## config.mk

```make
export PLATFORM = sky130hd
export DESIGN_NAME = bist_alu_top
export DESIGN_NICKNAME = d
export VERILOG_FILES = /design/src/rtl/bist_alu_pkg.sv /design/src/rtl/bist_shift_cell.sv /design/src/rtl/bist_remap.sv /design/src/rtl/bist_fu_bank.sv /design/src/rtl/bist_alu_top.sv
export SDC_FILE = /design/constraint.sdc
export NUM_CORES = 1
export LEC_CHECK = 0
export BUFFER_PORTS_ARGS = -buffer_cell sky130_fd_sc_hd__buf_2
export CAP_MARGIN = 25
export CORE_UTILIZATION = 62
export DETAILED_ROUTE_END_ITERATION = 16
export GPL_TIMING_DRIVEN = 1
export HOLD_SLACK_MARGIN = 0.06
export PLACE_DENSITY = 0.86
export SYNTH_ARGS = -nofsm -noshare
export SYNTH_HDL_FRONTEND = slang
export SYNTH_SLANG_ARGS = --single-unit
```

## constraint.sdc

```tcl
create_clock -name clk -period 3.92 [get_ports clk]
set_input_delay 0.784 -clock clk [delete_from_list [all_inputs] [get_ports clk]]
set_output_delay 0.784 -clock clk [all_outputs]
set_load 0.1 [all_outputs]
```

## src/rtl/bist_alu_pkg.sv

```systemverilog
// Package: shared unit encoding for the self-testing ALU.
// Assumes exactly four functional units addressed by a 2-bit index.
package bist_alu_pkg;
    typedef enum logic [1:0] {
        UNIT_ADD = 2'd0,
        UNIT_SUB = 2'd1,
        UNIT_AND = 2'd2,
        UNIT_XOR = 2'd3
    } unit_e;

    localparam int CODE_W = 4;
    localparam int N_UNITS = 4;
endpackage

```

## src/rtl/bist_shift_cell.sv

```systemverilog
// Module: register that is either loaded in parallel or stepped as a
// Fibonacci shift register; with COMPACT=1 the data input is XORed in,
// turning it into a signature register. Assumes W >= 2.
module bist_shift_cell #(
    parameter int          W       = 8,
    parameter logic [W-1:0] TAPS   = '1,
    parameter bit          COMPACT = 1'b0
) (
    input  logic         clk,
    input  logic         rst_n,
    input  logic         ld,
    input  logic [W-1:0] ld_val,
    input  logic         step,
    input  logic [W-1:0] din,
    output logic [W-1:0] q
);
    logic [W-1:0] shifted;
    logic [W-1:0] nxt;

    // feedback: shift left and insert parity of tapped bits
    always_comb begin
        shifted = {q[W-2:0], ^(q & TAPS)};
    end

    // variant pick: compaction folds the data word in
    generate
        if (COMPACT) begin : g_misr
            assign nxt = shifted ^ din;
        end else begin : g_prpg
            assign nxt = shifted;
        end
    endgenerate

    // state register: load has priority over stepping
    always_ff @(posedge clk) begin
        if (!rst_n)     q <= '0;
        else if (ld)    q <= ld_val;
        else if (step)  q <= nxt;
    end
endmodule

```

## src/rtl/bist_remap.sv

```systemverilog
// Module: control-code decoder. One-hot codes pick their unit; in test
// mode every other code is redirected by the REMAP table so a unit is
// always active. Assumes a 4-bit code.
module bist_remap
    import bist_alu_pkg::*;
#(
    parameter logic [2*(1<<CODE_W)-1:0] REMAP = 32'hE4E4_E4E4
) (
    input  logic [CODE_W-1:0] code,
    input  logic              test_mode,
    output unit_e             unit,
    output logic              hit
);
    logic [1:0] table_idx;

    // table lookup for codes without a one-hot meaning
    always_comb begin
        table_idx = REMAP[{code, 1'b0} +: 2];
    end

    // one-hot decode with test-mode fallback onto the table
    always_comb begin
        unit = UNIT_ADD;
        hit  = 1'b1;
        case (code)
            4'b0001: unit = UNIT_ADD;
            4'b0010: unit = UNIT_SUB;
            4'b0100: unit = UNIT_AND;
            4'b1000: unit = UNIT_XOR;
            default: begin
                unit = unit_e'(table_idx);
                hit  = test_mode;
            end
        endcase
    end
endmodule

```

## src/rtl/bist_fu_bank.sv

```systemverilog
// Module: the four functional units and the result steering. Output is
// zero when no unit is enabled. Assumes modulo-2^W arithmetic.
module bist_fu_bank
    import bist_alu_pkg::*;
#(
    parameter int W = 8
) (
    input  logic [W-1:0] a,
    input  logic [W-1:0] b,
    input  unit_e        unit,
    input  logic         en,
    output logic [W-1:0] y
);
    logic [W-1:0] unit_y [N_UNITS];

    // one datapath per unit index
    generate
        for (genvar u = 0; u < N_UNITS; u++) begin : g_unit
            if (u == 0) begin : g_add
                assign unit_y[u] = a + b;
            end else if (u == 1) begin : g_sub
                assign unit_y[u] = a - b;
            end else if (u == 2) begin : g_and
                assign unit_y[u] = a & b;
            end else begin : g_xor
                assign unit_y[u] = a ^ b;
            end
        end
    endgenerate

    // steer the selected unit, zero when idle
    always_comb begin
        y = en ? unit_y[unit] : '0;
    end
endmodule

```

## src/rtl/bist_alu_top.sv

```systemverilog
// Module: self-testing ALU. Normal mode registers operands and code from
// the ports; test mode turns them into two pseudorandom generators,
// remaps unused codes, compacts results and ends after PAT_COUNT patterns.
// Assumes test_mode is held through a session and seeds are nonzero.
module bist_alu_top
    import bist_alu_pkg::*;
#(
    parameter int                        W         = 8,
    parameter int                        PAT_COUNT = 200,
    parameter logic [2*W-1:0]            SEED_OP   = 16'hACE1,
    parameter logic [CODE_W-1:0]         SEED_CTL  = 4'b1001,
    parameter logic [2*W-1:0]            OP_TAPS   = 16'hB400,
    parameter logic [CODE_W-1:0]         CTL_TAPS  = 4'b1100,
    parameter logic [W-1:0]              SIG_TAPS  = 8'hB8,
    parameter logic [W-1:0]              GOLDEN    = 8'h5A,
    parameter logic [2*(1<<CODE_W)-1:0]  REMAP     = 32'hE4E4_E4E4
) (
    input  logic              clk,
    input  logic              rst_n,
    input  logic              test_mode,
    input  logic [W-1:0]      a_in,
    input  logic [W-1:0]      b_in,
    input  logic [CODE_W-1:0] code_in,
    output logic [W-1:0]      res_o,
    output logic              hit_o,
    output logic              done_o,
    output logic              pass_o,
    output logic [W-1:0]      sig_o
);
    localparam int CNT_W = $clog2(PAT_COUNT + 1);
    localparam logic [CNT_W-1:0] LAST = CNT_W'(PAT_COUNT - 1);

    logic              mode_q;
    logic              done_q;
    logic [CNT_W-1:0]  cnt_q;
    logic              entry;
    logic              adv;
    logic [2*W-1:0]    op_q;
    logic [CODE_W-1:0] ctl_q;
    logic [2*W-1:0]    op_ld_val;
    logic [CODE_W-1:0] ctl_ld_val;
    unit_e             unit;
    logic              hit;
    logic [W-1:0]      y;
    logic [W-1:0]      sig_q;
    logic [W-1:0]      res_q;
    logic              hit_q;

    // session control strobes
    always_comb begin
        entry      = test_mode && !mode_q;
        adv        = test_mode && mode_q && !done_q;
        op_ld_val  = entry ? SEED_OP  : {a_in, b_in};
        ctl_ld_val = entry ? SEED_CTL : code_in;
    end

    // operand pair: one double-width generator in test mode
    bist_shift_cell #(.W(2*W), .TAPS(OP_TAPS), .COMPACT(1'b0)) i_op_gen (
        .clk(clk), .rst_n(rst_n), .ld(!test_mode || entry), .ld_val(op_ld_val),
        .step(adv), .din('0), .q(op_q)
    );

    // control register: its own generator in test mode
    bist_shift_cell #(.W(CODE_W), .TAPS(CTL_TAPS), .COMPACT(1'b0)) i_ctl_gen (
        .clk(clk), .rst_n(rst_n), .ld(!test_mode || entry), .ld_val(ctl_ld_val),
        .step(adv), .din('0), .q(ctl_q)
    );

    bist_remap #(.REMAP(REMAP)) i_remap (
        .code(ctl_q), .test_mode(test_mode), .unit(unit), .hit(hit)
    );

    bist_fu_bank #(.W(W)) i_fu_bank (
        .a(op_q[2*W-1:W]), .b(op_q[W-1:0]), .unit(unit), .en(hit), .y(y)
    );

    // signature register compacting each test result
    bist_shift_cell #(.W(W), .TAPS(SIG_TAPS), .COMPACT(1'b1)) i_misr (
        .clk(clk), .rst_n(rst_n), .ld(entry), .ld_val('0),
        .step(adv), .din(y), .q(sig_q)
    );

    // result and mode pipeline registers
    always_ff @(posedge clk) begin
        if (!rst_n) begin
            res_q  <= '0;
            hit_q  <= 1'b0;
            mode_q <= 1'b0;
        end else begin
            res_q  <= y;
            hit_q  <= hit;
            mode_q <= test_mode;
        end
    end

    // pattern counter and completion flag
    always_ff @(posedge clk) begin
        if (!rst_n || !test_mode || entry) begin
            cnt_q  <= '0;
            done_q <= 1'b0;
        end else if (adv) begin
            cnt_q  <= cnt_q + 1'b1;
            done_q <= (cnt_q == LAST);
        end
    end

    assign res_o  = res_q;
    assign hit_o  = hit_q;
    assign done_o = done_q;
    assign sig_o  = sig_q;
    assign pass_o = done_q && (sig_q == GOLDEN);


    idle_zero_chk: assert property (@(posedge clk) disable iff (!rst_n)
        !hit_q |-> (res_q == '0));

    test_hit_chk: assert property (@(posedge clk) disable iff (!rst_n)
        mode_q |-> hit_q);

    entry_clear_chk: assert property (@(posedge clk) disable iff (!rst_n)
        $rose(mode_q) |-> (sig_q == '0 && cnt_q == '0 && !done_q));

    ctl_nonzero_chk: assert property (@(posedge clk) disable iff (!rst_n)
        (mode_q && $past(mode_q)) |-> (ctl_q != '0));

    frozen_sig_chk: assert property (@(posedge clk) disable iff (!rst_n)
        (done_q && $past(done_q)) |-> ($stable(sig_q) && $stable(op_q)));

    cnt_bound_chk: assert property (@(posedge clk) disable iff (!rst_n)
        cnt_q <= CNT_W'(PAT_COUNT));

    pass_done_chk: assert property (@(posedge clk) disable iff (!rst_n)
        pass_o |-> done_o);

    exit_clear_chk: assert property (@(posedge clk) disable iff (!rst_n)
        !mode_q |-> !done_q);
endmodule

```

**After elaboration in Yosys (flattened, before gate mapping)**

Cells that the tools add are included.

- Add/sub/neg operators: 3
- Order comparisons: 1
- Equal/unequal tests: 6
- Shifts and indexed selects: 1
- Multiplexer cells: 12
- Bitwise operators: 5
- Reduce and logical (&&, ||, !) cells: 17

Operators with widths:

| cell | number |
|---|---|
| $mux W16 | 3 |
| $shiftx A32 B6 Y2 const A | 1 |
| $mux W8 | 3 |
| $bmux W8 S2 | 1 |
| $reduce_xor A16 Y1 | 1 |
| $xor A8 B8 Y8 | 2 |
| $mux W4 | 3 |
| $add A8 B1 Y8 const B | 1 |
| $add A8 B8 Y8 | 1 |
| $and A8 B8 Y8 | 1 |
| $eq A8 B7 Y1 const B | 1 |
| $eq A8 B8 Y1 const B | 1 |
| $pmux W2 S4 | 1 |
| $reduce_xor A8 Y1 | 1 |
| $sub A8 B8 Y8 | 1 |
| $eq A4 B1 Y1 const B | 1 |
| $eq A4 B2 Y1 const B | 1 |
| $eq A4 B3 Y1 const B | 1 |
| $eq A4 B4 Y1 const B | 1 |
| $logic_and A1 B1 Y1 | 4 |
| $logic_not A1 Y1 | 4 |
| $reduce_or A4 Y1 | 1 |
| $reduce_xor A4 Y1 | 1 |
| $ge A3 B3 Y1 const B | 1 |
| 6 further kinds | 8 |

- Flip-flop bits (word level): 47
- Input port bits: 23
- Output and inout port bits: 19
- Word-level logic and storage cells: 53

**Depth between registers and ports, before layout**

- Word-level depth: 8
- Gate-level depth with buffers: 10
- Gate-level depth less buffers: 10

**By module**

A second synthesis with hierarchy kept.

- Cell total of the unflattened synthesis: 377
- Area total of the unflattened synthesis: 3266.9 um2

Modules (own cells, without submodules):

| module | times used | cells an instance | area an instance (um2) | seq. area each (um2) |
|---|---|---|---|---|
| bist_alu_top | 1 | 97 | 885.8 | 380.4 |
| bist_shift_cell (i_op_gen) | 1 | 89 | 820.8 | 320.3 |
| bist_fu_bank | 1 | 107 | 800.8 | 0.0 |
| bist_shift_cell (i_misr) | 1 | 53 | 493.0 | 160.2 |
| bist_shift_cell (i_ctl_gen) | 1 | 18 | 202.7 | 80.1 |
| bist_remap | 1 | 13 | 63.8 | 0.0 |

**Worst setup path after synthesis**

No wires, ideal clock.

- Path kind: register to output
- From: register done_q, in the netlist done_o
- To: output pass_o
- Arrival time: 3.072 ns
- Data required time: 3.136 ns
- Setup slack: 0.064 ns
- Stages on the path, launching flop included: 5
- Path buffers: 2
- Cell sequence: dfxtp_1 -> clkbuf_1 -> clkbuf_1 -> nand4b_1 -> nor2_1

- Longest elaborated chain between the ends: 1

RTL lines:

| item | line | source |
|---|---|---|
| start: declaration | bist_alu_top.sv:34 | `logic done_q;` |
| start signal: assignment | bist_alu_top.sv:103 | `done_q <= (cnt_q == LAST);` |
| $logic_and A1 B1 Y1 | bist_alu_top.sv:111 | `assign pass_o = done_q && (sig_q == GOLDEN);` |
| end: declaration | bist_alu_top.sv:27 | `output logic pass_o,` |

Every way passes these cells.

**Final worst setup path**

- From: register i_op_gen.q[3]
- To: register i_misr.q[7]

- Longest elaborated chain between the ends: 6
- Elaborated cells between the ends (all ways): 7
- Classes of those cells: add/sub (2); mux (4); bitwise (1)

RTL lines:

| item | line | source |
|---|---|---|
| start: declaration | bist_shift_cell.sv:15 | `output logic [W-1:0] q` |
| start signal: assignment | bist_shift_cell.sv:37 | `else if (ld) q <= ld_val;` |
| start signal: assignment | bist_shift_cell.sv:38 | `else if (step) q <= nxt;` |
| $sub A8 B8 Y8 / $add A8 B8 Y8 (equally long branches) | bist_fu_bank.sv:22, bist_fu_bank.sv:20 |  |
| $bmux W8 S2 * | bist_fu_bank.sv:33 | `y = en ? unit_y[unit] : '0;` |
| $mux W8 (implied by the code) * (2 in a row) | bist_fu_bank.sv:33 |  |
| $mux W8 * | bist_fu_bank.sv:33 |  |
| $xor A8 B8 Y8 * | bist_shift_cell.sv:28 | `assign nxt = shifted ^ din;` |
| end signal: assignment | bist_shift_cell.sv:37 |  |
| end signal: assignment | bist_shift_cell.sv:38 |  |
| end: declaration | bist_shift_cell.sv:15 |  |

Mark *: on every way between the ends. The rest lies on a longest branch, timed or not. The select of a mux whose other input is x is not followed.
A chain may end at the register's enable or synchronous reset.

==> results.yml <==
power:
  powerDensity_mw_per_mm2: 378
  ir_drop_uv: 186
  p_total_mw: 1.20
  p_leak_nw: 1.36
finish:
  fill_cells: 331
  regArea_um2: 941
  antenna_cells: 0
  multi_input_area_mm2: 0.00178
  drive_above_1_share_pct: 15.1
  area_growth_pct: 10.8
  layout.nets: 422
logic_synthesis:
  post_synth_num_cell_types: 56
  yosysWarningCount: 0
  async_flop_share_pct: 0
  synthFlopType: "dfxtp_1"
  synth-edff-count: 0
  syn-instance-count: 342
  ys_seq_area_share_pct: 32.8
  syn-num-nets: 387
  synth_seq_cells: 47
  syn_area_per_cell_um2: 8.40
  synth_area_mm2: 0.00287
timing:
  maxSlewHeadroom_pct: 43.6
  setup_viol: 0
  report.final.slew_viol_count: 0
  period_share_pct: 70.5
  period_minus_slack_ns: 2.76
  totalNegativeSetupSlack_ns: 0
  fmax_mhz: 362
  grt_setup_unrepaired: "no"
  worstMarginPinSlew_ns: 0.844
  hold_violations: 0
  finClkSkew_ns: 0.00793
placed_design:
  place_hpwl_um: 4780
  gp_congestion: 0.946
  portBuffers: 41
clock_tree:
  post_cts_buffers: 0
  clock_sinks: 47
  path_clk_slew_ns: 0.09
  cts.repair.resized: 0
  clk_path_buf_depth: 2
  cts_htree_levels: 2
  cts-hold-fix-buffers: 0
  cts_buffers: 5
  clk_latency_ns: 0.30
  cts_tree: "yes"
  cts-root-buf: "clkbuf_8"
flow_run:
  max_cap_viol_count: 0
global_routing:
  grt_max_degree: 31
  grt_pass1_wl_um: 11200
  grtUsageMet2_pct: 44.2
  grt_use_total_pct: 28.4
  antenna_found_initial: 0
  grt_pass1_vias: 2381
  top_usage_layer: "met2"
  grt_overflow_total: 0
  grtUsageMet3_pct: 4.76
  met1_usage_pct: 39.9
hold_path:
  min_to: "cnt_q[0]"
  hold_path.class: "flop to flop"
  min_from: "cnt_q[0]"
  hold-path-cell-count: 1
routing:
  drtIter0Drc: 212
  drtPass1Iterations: 12
  drcViolationCount: 1
  drt-total-wl_um: 6620
  avgRoutedWirePerCell_um: 15.4
  vias: 2618
  ant_nets: 0
  viasPerCell: 6.10
die:
  design.core.area_mm2: 0.00441
  fp-row-count: 24
  io_pins: 42
  die_y_um: 70.1
  die_w_um: 70.1
  die_area_mm2: 0.00491
  initial_utilization_pct: 65.1
critical_path:
  crit_path_start: "i_op_gen.q[3]"
  path_class: "flop to flop"
  reg2reg_to: "i_misr.q[7]"
  ff2ff_setup_slack_ns: 1.16
  worst_ep_required_time_ns: 4.13
  regToRegStartpoint: "i_op_gen.q[3]"
  cp.arrival_ns: 2.97
  worst_setup_path_start_kind: "flop"
  worst-path-max-fanout: 10
  worst_r2r_path_depth: 9
  cp-end-kind: "flop"
outcome:
  violations: "DRC"
  outcome: "complete, but fails checks"
## cells by family after synthesis
kind of cell / count (synthesis) / synth area share [%]
AO/OA/AOI/OAI: 105 / 23.8
AND/OR/NAND/NOR: 96 / 16.2
flip-flops: 47 / 32.8
buffers and inverters: 37 / 5.31
adder cells (fa/ha/maj): 22 / 10.1
XOR/XNOR: 19 / 5.79
multiplexers: 16 / 6.05
## how the worst max path moves through the flow
stage                   to  slack [ns]  cells after the start
2_1_floorplan       pass_o        0.06                      4
3_3_place_gp   i_misr.q[6]        1.24                     10
3_5_place_dp   i_misr.q[6]        1.23                     10
4_1_cts        i_misr.q[6]        1.20                     10
5_1_grt        i_misr.q[4]        0.90                      9
6_report       i_misr.q[7]        1.16                      9
## synthesized netlist by cell type, types with 2 or more instances
cell	n	area, µm²
nor4_1	3	18.8
o21bai_1	2	15.0
nor2b_1	3	18.8
o21ai_1	2	10.0
nand2_1	25	93.8
xnor2_1	10	87.6
xor2_1	9	78.8
nor3_1	3	15.0
ha_1	20	250
fa_1	2	40.0
a311oi_1	2	17.5
nand2b_1	6	37.5
mux2i_1	14	140
inv_1	21	78.8
a2111oi_0	2	17.5
nor2_1	37	139
a211oi_1	14	105
dfxtp_1	47	941
a21o_1	3	22.5
and3_1	2	12.5
a21oi_1	29	145
o22ai_1	2	12.5
a311o_1	2	20.0
o221ai_1	2	17.5
buf_2	5	25.0
nand3_1	3	15.0
clkbuf_1	9	33.8
o21ai_0	32	160
and2_1	4	25.0
## placed cells by master, fill, tap and decap left out, types with 4 or more instances in the layout
cell type  instances
a21oi_1           29
and2_1             4
o21ai_0           32
a211oi_1          14
mux2i_1           14
buf_2             41
ha_1              20
nand2_1           25
xnor2_1           10
nand2b_1           6
nor2_1            37
xor2_1             9
clkbuf_8           6
dfxtp_1           47
inv_1             21
## per-layer routing
layer	wire, µm	vias up
met5	0	-
li1	-	1279
met3	388	18
met4	146	0
met1	3020	1200
met2	3070	121
## stage by stage
stage               cell area, µm²  hold slack, ns  std cells  utilization, %  setup WS, ns
finish                        3180           0.511        429            72.1          1.16
global route                  3180           0.547        429            72.1         0.904
CTS                           3180           0.509        429            72.1          1.20
detailed placement            3090           0.496        422            70.0          1.23
global placement              3090           0.483        422            70.0          1.24
floorplan                     2870           0.459        342               -        0.0641
## worst max-delay path: stages (launching register included)
cell	delay [ns]
dfxtp_1	0.40
inv_1	0.06
ha_1	0.51
nand2_1	0.12
a211oi_1	0.49
o221ai_1	0.22
o211ai_1	0.16
mux2i_1	0.36
xnor2_1	0.10
a211oi_1	0.23
## report_power, final
part	switching [mW]	total (mW)	internal, mW
logic	0.252	0.369	0.118
registers	0.0252	0.530	0.505
clock network	0.163	0.305	0.142
total	0.440	1.20	0.765
## state kept, by name, summed over array words and instances, names as in the netlist
signal and cells:
i_ctl_gen.q 4, i_misr.q 8, i_op_gen.q 16, mode_q 1, cnt_q 8, res_o 8
hit_o 1, done_o 1
## cell type report
class                      instances  share of cell area (%)
clock buffer                       6                    2.59
clock inverter                     1                   0.275
inverter                          21                    2.48
multi-input combinational        258                    55.9
sequential                        47                    29.6
tap                               52                    2.04
timing repair buffer              44                    7.15
No activity file was read; power rests on OpenSTA's default activity.
